<file path="src/rtl/mirror_fold.sv">
module mirror_fold #(
  parameter int AW = 28
) (
  input  logic          clk,
  input  logic          rst_n,
  input  logic          start,
  input  logic [AW-1:0] addr_i,
  input  logic [AW-1:0] size_i,
  output logic          busy,
  output logic          done,
  output logic [AW-1:0] result
);
  localparam int CW = $clog2(AW + 2);
  localparam logic [AW-1:0] TOP = {1'b1, {(AW-1){1'b0}}};

  logic [AW-1:0] a_q, s_q, base_q, mask_q, orig_q;
  logic [CW-1:0] cnt_q;
  logic          hit, fin;

  assign hit = |(a_q & mask_q);
  assign fin = (s_q == '0) || (a_q < s_q);

  always_ff @(posedge clk) begin
    if (!rst_n) begin
      busy   <= 1'b0;
      done   <= 1'b0;
      result <= '0;
      a_q    <= '0;
      s_q    <= '0;
      base_q <= '0;
      mask_q <= '0;
      orig_q <= '0;
      cnt_q  <= '0;
    end else begin
      done <= 1'b0;
      if (!busy) begin
        if (start) begin
          a_q    <= addr_i;
          s_q    <= size_i;
          orig_q <= size_i;
          base_q <= '0;
          mask_q <= TOP;
          cnt_q  <= '0;
          busy   <= 1'b1;
        end
      end else begin
        cnt_q <= cnt_q + 1'b1;
        if (fin) begin
          result <= (s_q == '0) ? '0 : base_q + a_q;
          done   <= 1'b1;
          busy   <= 1'b0;
        end else begin
          if (hit) begin
            a_q <= a_q - mask_q;
            if (s_q > mask_q) begin
              s_q    <= s_q - mask_q;
              base_q <= base_q + mask_q;
            end
          end
          mask_q <= mask_q >> 1;
        end
      end
    end
  end

  AST_ZERO_SIZE: assert property (@(posedge clk) disable iff (!rst_n)
    (done && orig_q == '0) |-> result == '0);
  AST_IN_RANGE: assert property (@(posedge clk) disable iff (!rst_n)
    (done && orig_q != '0) |-> result < orig_q);
  AST_DONE_PULSE: assert property (@(posedge clk) disable iff (!rst_n)
    done |=> !done);
  AST_DONE_IDLE: assert property (@(posedge clk) disable iff (!rst_n)
    done |-> !busy);
  AST_START_IGNORED: assert property (@(posedge clk) disable iff (!rst_n)
    (busy && start) |=> $stable(orig_q));
  AST_LATENCY: assert property (@(posedge clk) disable iff (!rst_n)
    busy |-> cnt_q <= CW'(AW));
  AST_MASK_ONEHOT: assert property (@(posedge clk) disable iff (!rst_n)
    busy |-> $onehot0(mask_q));
endmodule

</file>
<file path="config.mk">
export PLATFORM = sky130hd
export DESIGN_NAME = mirror_fold
export DESIGN_NICKNAME = d
export VERILOG_FILES = /design/src/rtl/mirror_fold.sv
export SDC_FILE = /design/constraint.sdc
export NUM_CORES = 1
export LEC_CHECK = 0
export BUFFER_PORTS_ARGS = -buffer_cell sky130_fd_sc_hd__buf_2
export CAP_MARGIN = 20
export CORE_MARGIN = 2
export CORE_UTILIZATION = 40
export DETAILED_ROUTE_END_ITERATION = 10
export GPL_ROUTABILITY_DRIVEN = 0
export PLACE_DENSITY = 0.57
export SKIP_CTS_REPAIR_TIMING = 1
export SYNTH_ARGS = -nofsm -noshare
export SYNTH_HDL_FRONTEND = slang
export SYNTH_SLANG_ARGS = --single-unit
</file>
<file path="constraint.sdc">
create_clock -name clk -period 4.65 [get_ports clk]
set_input_delay 0.93 -clock clk [delete_from_list [all_inputs] [get_ports clk]]
set_output_delay 0.93 -clock clk [all_outputs]
set_load 0.01 [all_outputs]
</file>
==> reports/qor.yml, run 1 <==
synth:
  avgSynthCellArea_sq_um: 7.97
  syn_nets: 1740
  synth-seq-cells: 142
  synth.distinct_cells: 76
  synth_edf_count: 0
  synthesis.area_sq_mm: 0.0121
  synthFlopType: "dfxtp_1"
  yosysSeqAreaShare_pct: 23.6
  synthArstFlopShare_pct: 0
  netlist_instances: 1513
  synth-warning-count: 0
floorplanning:
  std_cell_rows: 63
  die-area_sq_mm: 0.0315
  core_sq_mm: 0.0296
  io_pins: 89
  die_height_um: 178
  initial_utilization_pct: 40.7
  die_width_um: 178
detailed_routing:
  dr.pass1.iters: 7
  drc: 0
  finalWirelength_um: 36600
  viasPerCell: 5.73
  via_count: 11300
  wl_per_cell_um: 18.6
  drt_iter0_drc: 725
  ant_nets: 0
clock_network:
  clk_latency_ps: 440
  path_clk_slew_ps: 70
  cts_sinks: 142
  clockBufferDepth: 2
  htree_levels: 4
  cts_root_buf: "clkbuf_16"
  cts_buffers: 17
  cts_tree: "done"
place:
  hpwlAfterDp_um: 27700
  port-buffer-count: 88
global_route:
  grt_util_all_layers_pct: 23.6
  grt_pass1_wl_um: 58300
  antenna_found_initial: 0
  grt-ovfl-total: 0
  grt_max_degree: 57
  first_global_vias: 10700
power_and_ir_drop:
  leakagePower_nw: 6.08
  comb_power_share_pct: 46.2
  vdd_drop_max_uv: 254
  switching_power_mw: 2.43
  powerDensity_mw_per_mm2: 442
  p_int_mw: 3.54
  pwr-share-clk_pct: 27.2
  switching_share_pct: 40.7
  p_seq_share_pct: 26.6
  fin_total_pwr_mw: 5.97
critical_path:
  endpoint_kind: "register"
  worstSetupPathType: "reg2reg"
  worstPathRequired_ps: 4980
  crit_path_max_fanout: 7
  cp.arrival_ps: 4160
  cp-start-kind: "register"
sta:
  grt_setup_unrepaired: "false"
  finalSetupViolCount: 0
  timing.final.crit_share_pct: 82.3
  worstMarginPinSlew_ps: 981
  fin_setup_tns_ps: 0
  final_hold_viol_count: 0
  relSlewSlack_pct: 32.9
  finClkSkew_ps: 13.9
  fmax_ghz: 0.261
  drv_slew: 0
  period_needed_ps: 3830
worst_hold_path:
  hold_class: "reg2reg"
final_layout:
  layout-drive-gt1-share_pct: 9.69
  fill_cells: 3068
  n_antenna_cell: 0
  layout_commonest_cell: "ha_1"
  area_delta_synth_final_pct: 12.0
  layout_common_cells: "ha_1, a21oi_1, dfxtp_1, nor2_1, inv_1"
  nets: 1793
flow_run:
  drv_cap: 0
outcome:
  outcome: "complete, no violations"
-- sequential cells by signal, indices dropped and copies added (netlist names) --
name / count
done: 1
a_q: 28
result: 28
s_q: 28
busy: 1
base_q: 28
mask_q: 28
-- cell families after synthesis --
logic type	Yosys count	share of synthesized area [%]
DFF	142	23.6
AOI/OAI and AO/OA	502	27.9
xor gates and xnor gates	81	5.89
buffers and inverters	168	5.53
and+or+nand+nor	420	16.7
muxes	32	2.66
adders and majority gates	168	17.7
-- per-stage QoR --
stage / hold WS (ps) / std cells / area (sq um) / setup WS, ps / utilization (%)
after floorplan: 453 / 1513 / 12100 / 1740 / -
after global placement: 435 / 1937 / 12800 / 986 / 43.2
after detailed placement: 436 / 1937 / 12800 / 968 / 43.2
after CTS: 450 / 1969 / 13500 / 937 / 45.5
after global routing: 470 / 1969 / 13500 / 296 / 45.5
final: 446 / 1969 / 13500 / 825 / 45.5
-- power by group through the flow --
stage / clock [mW] / sequential, mW / combinational, mW
global placement: 0 / 1.61 / 2.71
detailed placement: 0 / 1.61 / 2.72
floorplan: 0 / 1.51 / 2.14
global route: 1.69 / 1.61 / 3.09
CTS: 1.65 / 1.58 / 2.75
finish: 1.62 / 1.59 / 2.76
-- worst max-delay path, cell delays in order (launching register included) --
cell,delay (ps)
dfxtp_1,510
inv_1,170
ha_1,300
nor2b_1,110
o21ai_0,90
a21oi_1,250
o2111ai_1,290
a2111oi_0,930
nor2_1,120
a21oi_1,290
a31oi_1,150
xnor2_1,140
a2111oi_0,360
-- path summary, 6_finish.rpt --
check / end / depth (start not counted) / slack [ps] / from
hold / removal: result[25] / 2 / 450 / result[25]
setup / recovery: a_q[25] / 12 / 820 / mask_q[1]
hold reg to reg: result[25] / 2 / 450 / result[25]
setup reg to reg: a_q[25] / 12 / 820 / mask_q[1]
-- Yosys cell counts (19+ instances only) --
cell type  count  area share [%]
nand2_1       94             2.9
mux2i_1       32             2.7
clkbuf_1      48             1.5
xor2_1        29             2.1
nor2_1       121             3.8
dfxtp_1      142              24
o21ai_0       64             2.7
a22o_1        33             2.4
ha_1         164              17
a21o_1        64             4.0
nand3_1       51             2.1
a211oi_1      31             1.9
o211ai_1      19             1.2
a21oi_1      153             6.4
xnor2_1       52             3.8
nor3_1        32             1.3
inv_1         99             3.1
nand4_1       26             1.3
nor4_1        19            0.99
-- cell type report --
type	count	area [sq um]	area share (%)
clock buffer	20	447	3.31
clock inverter	12	233	1.72
inverter	99	372	2.75
multi-input combinational	1203	8560	63.4
sequential	142	2850	21.1
tap	390	488	3.62
timing repair buffer	103	553	4.10
-- layer usage --
metal  global-route usage, %  routed length (um)
met1                    33.9               18000
met2                    36.6               15900
met3                    3.15                2020
met4                    6.52                 722
met5                       0                   0
Note: power is estimated with default switching activity, not from simulation.
==> inputs of run 2 (changes only) <==
==> constraint.sdc (replaced) <==
create_clock -name clk -period 4 [get_ports clk]
set_input_delay 0.8 -clock clk [delete_from_list [all_inputs] [get_ports clk]]
set_output_delay 0.8 -clock clk [all_outputs]
set_load 0.01 [all_outputs]
==> reports/qor.yml, run 2 (synthesis results as in run 1) <==
outcome:
  outcome: "complete, no violations"
floorplanning:
  die_width_um: 178
  die_height_um: 178
  initial_utilization_pct: 40.7
  io_pins: 89
  core_sq_mm: 0.0296
  die-area_sq_mm: 0.0315
  std_cell_rows: 63
clock_network:
  cts_sinks: 142
  cts_root_buf: "clkbuf_16"
  clk_latency_ps: 440
  clockBufferDepth: 2
  cts_tree: "done"
  path_clk_slew_ps: 70
  cts_buffers: 17
  htree_levels: 4
global_route:
  grt_util_all_layers_pct: 23.2
  met1_usage_pct: 32.5
  top_usage_layer: "met2"
  grt_pass1_wl_um: 56900
  grt_max_degree: 57
  grt-ovfl-total: 0
  first_global_vias: 10600
  met3_usage_pct: 3.53
  grtUsageMet2_pct: 36.7
  antenna_found_initial: 0
detailed_routing:
  viasPerCell: 5.70
  dr.pass1.iters: 5
  wl_per_cell_um: 18.4
  via_count: 11200
  drc: 0
  ant_nets: 0
  drt_iter0_drc: 803
  finalWirelength_um: 36300
sta:
  fmax_ghz: 0.274
  final_hold_viol_count: 0
  period_needed_ps: 3650
  drv_slew: 0
  layout_setup_ws_ps: 354
  finClkSkew_ps: 9.64
  relSlewSlack_pct: 49.5
  finalSetupViolCount: 0
  fin_setup_tns_ps: 0
  worstMarginPinSlew_ps: 756
  timing.final.crit_share_pct: 91.2
  grt_setup_unrepaired: "false"
place:
  post_dp_cell_area_sq_mm: 0.0129
  hpwlAfterDp_um: 27700
  place_ws_ps: 412
  port-buffer-count: 88
critical_path:
  r2r-start: "s_q[26]"
  startpoint: "s_q[26]"
  crit_slowest_cell: "dfxtp_1"
  rrSetupSlack_ps: 350
  endpoint_kind: "register"
  cp-start-kind: "register"
  worstPathRequired_ps: 4320
  worstSetupPathType: "reg2reg"
  rr_worst_depth: 12
  critPathCapture: "a_q[2]"
  cp.arrival_ps: 3970
  r2r-end: "a_q[2]"
  crit_chain: "inv_1 > ha_1 > nand4_1 > or3_1 > or2_0 > a211oi_2 > o211ai_2 > o21ai_4 > buf_4 > o311ai_0 > o21ai_0 > nor2_1"
  max_stage_delay_ps: 520
  crit_path_max_fanout: 56
final_layout:
  nets: 1798
  area_delta_synth_final_pct: 11.4
  n_antenna_cell: 0
  design_area_sq_mm: 0.0134
  fill_cells: 3021
  layout_common_cells: "ha_1, a21oi_1, dfxtp_1, nor2_1, inv_1"
  layout_commonest_cell: "ha_1"
  layout-drive-gt1-share_pct: 10.1
power_and_ir_drop:
  vdd_drop_max_uv: 304
  fin_total_pwr_mw: 6.66
  leakagePower_nw: 6.07
  powerDensity_mw_per_mm2: 496
worst_hold_path:
  hold_class: "reg2reg"
flow_run:
  drv_cap: 0
-- run 2: changes by cell type in the layout (fill, tap and decap cells not counted), sizes merged --
cell      change
inv           +7
clkinv        +3
bufinv        -6
buf           +5
clkinvlp      -2
clkbuf        -2
-- run 2: area by class of cell --
class,instances,area (sq um),share of cell area [%]
clock buffer,18,439,3.27
clock inverter,14,120,0.895
inverter,99,372,2.77
multi-input combinational,1203,8560,63.7
sequential,142,2850,21.2
tap,390,488,3.63
timing repair buffer,108,603,4.49
-- run 2: power by group --
group	total (mW)	switching (mW)	internal [mW]
clock network	1.58	0.745	0.834
logic	3.24	1.88	1.36
registers	1.85	0.267	1.58
total	6.66	2.89	3.77
-- run 2: how the worst min path moves through the flow --
stage                from         end  slack, ps  depth (start not counted)
2_1_floorplan  base_q[15]  base_q[15]        450                          2
3_3_place_gp   result[25]  result[25]        440                          2
3_5_place_dp   result[25]  result[25]        440                          2
4_1_cts        result[13]  result[13]        450                          2
5_1_grt         result[0]   result[0]        470                          2
6_report       result[25]  result[25]        450                          2
-- run 2: metal layers --
| layer | vias up | share of wire [%] |
|---|---|---|
| li1 | 5686 | - |
| met1 | 5214 | 49 |
| met2 | 311 | 43 |
| met3 | 36 | 5.7 |
| met4 | 0 | 1.8 |
| met5 | - | 0 |
-- run 2: worst max-delay path, delay by kind of cell (launching register included) --
family	cells	cell delay (ps)
buffers and inverters	2	580
AND/OR/NAND/NOR	4	930
adder cells (fa/ha/maj)	1	300
flip-flops	1	520
AO/OA/AOI/OAI	5	1170
-- run 2: through the flow --
step	util (%)	hold WS [ps]	std cells
after floorplan	-	453	1513
after global placement	43.4	435	1942
after detailed placement	43.4	443	1942
after CTS	45.3	454	1974
after global routing	45.3	471	1974
final	45.3	451	1974
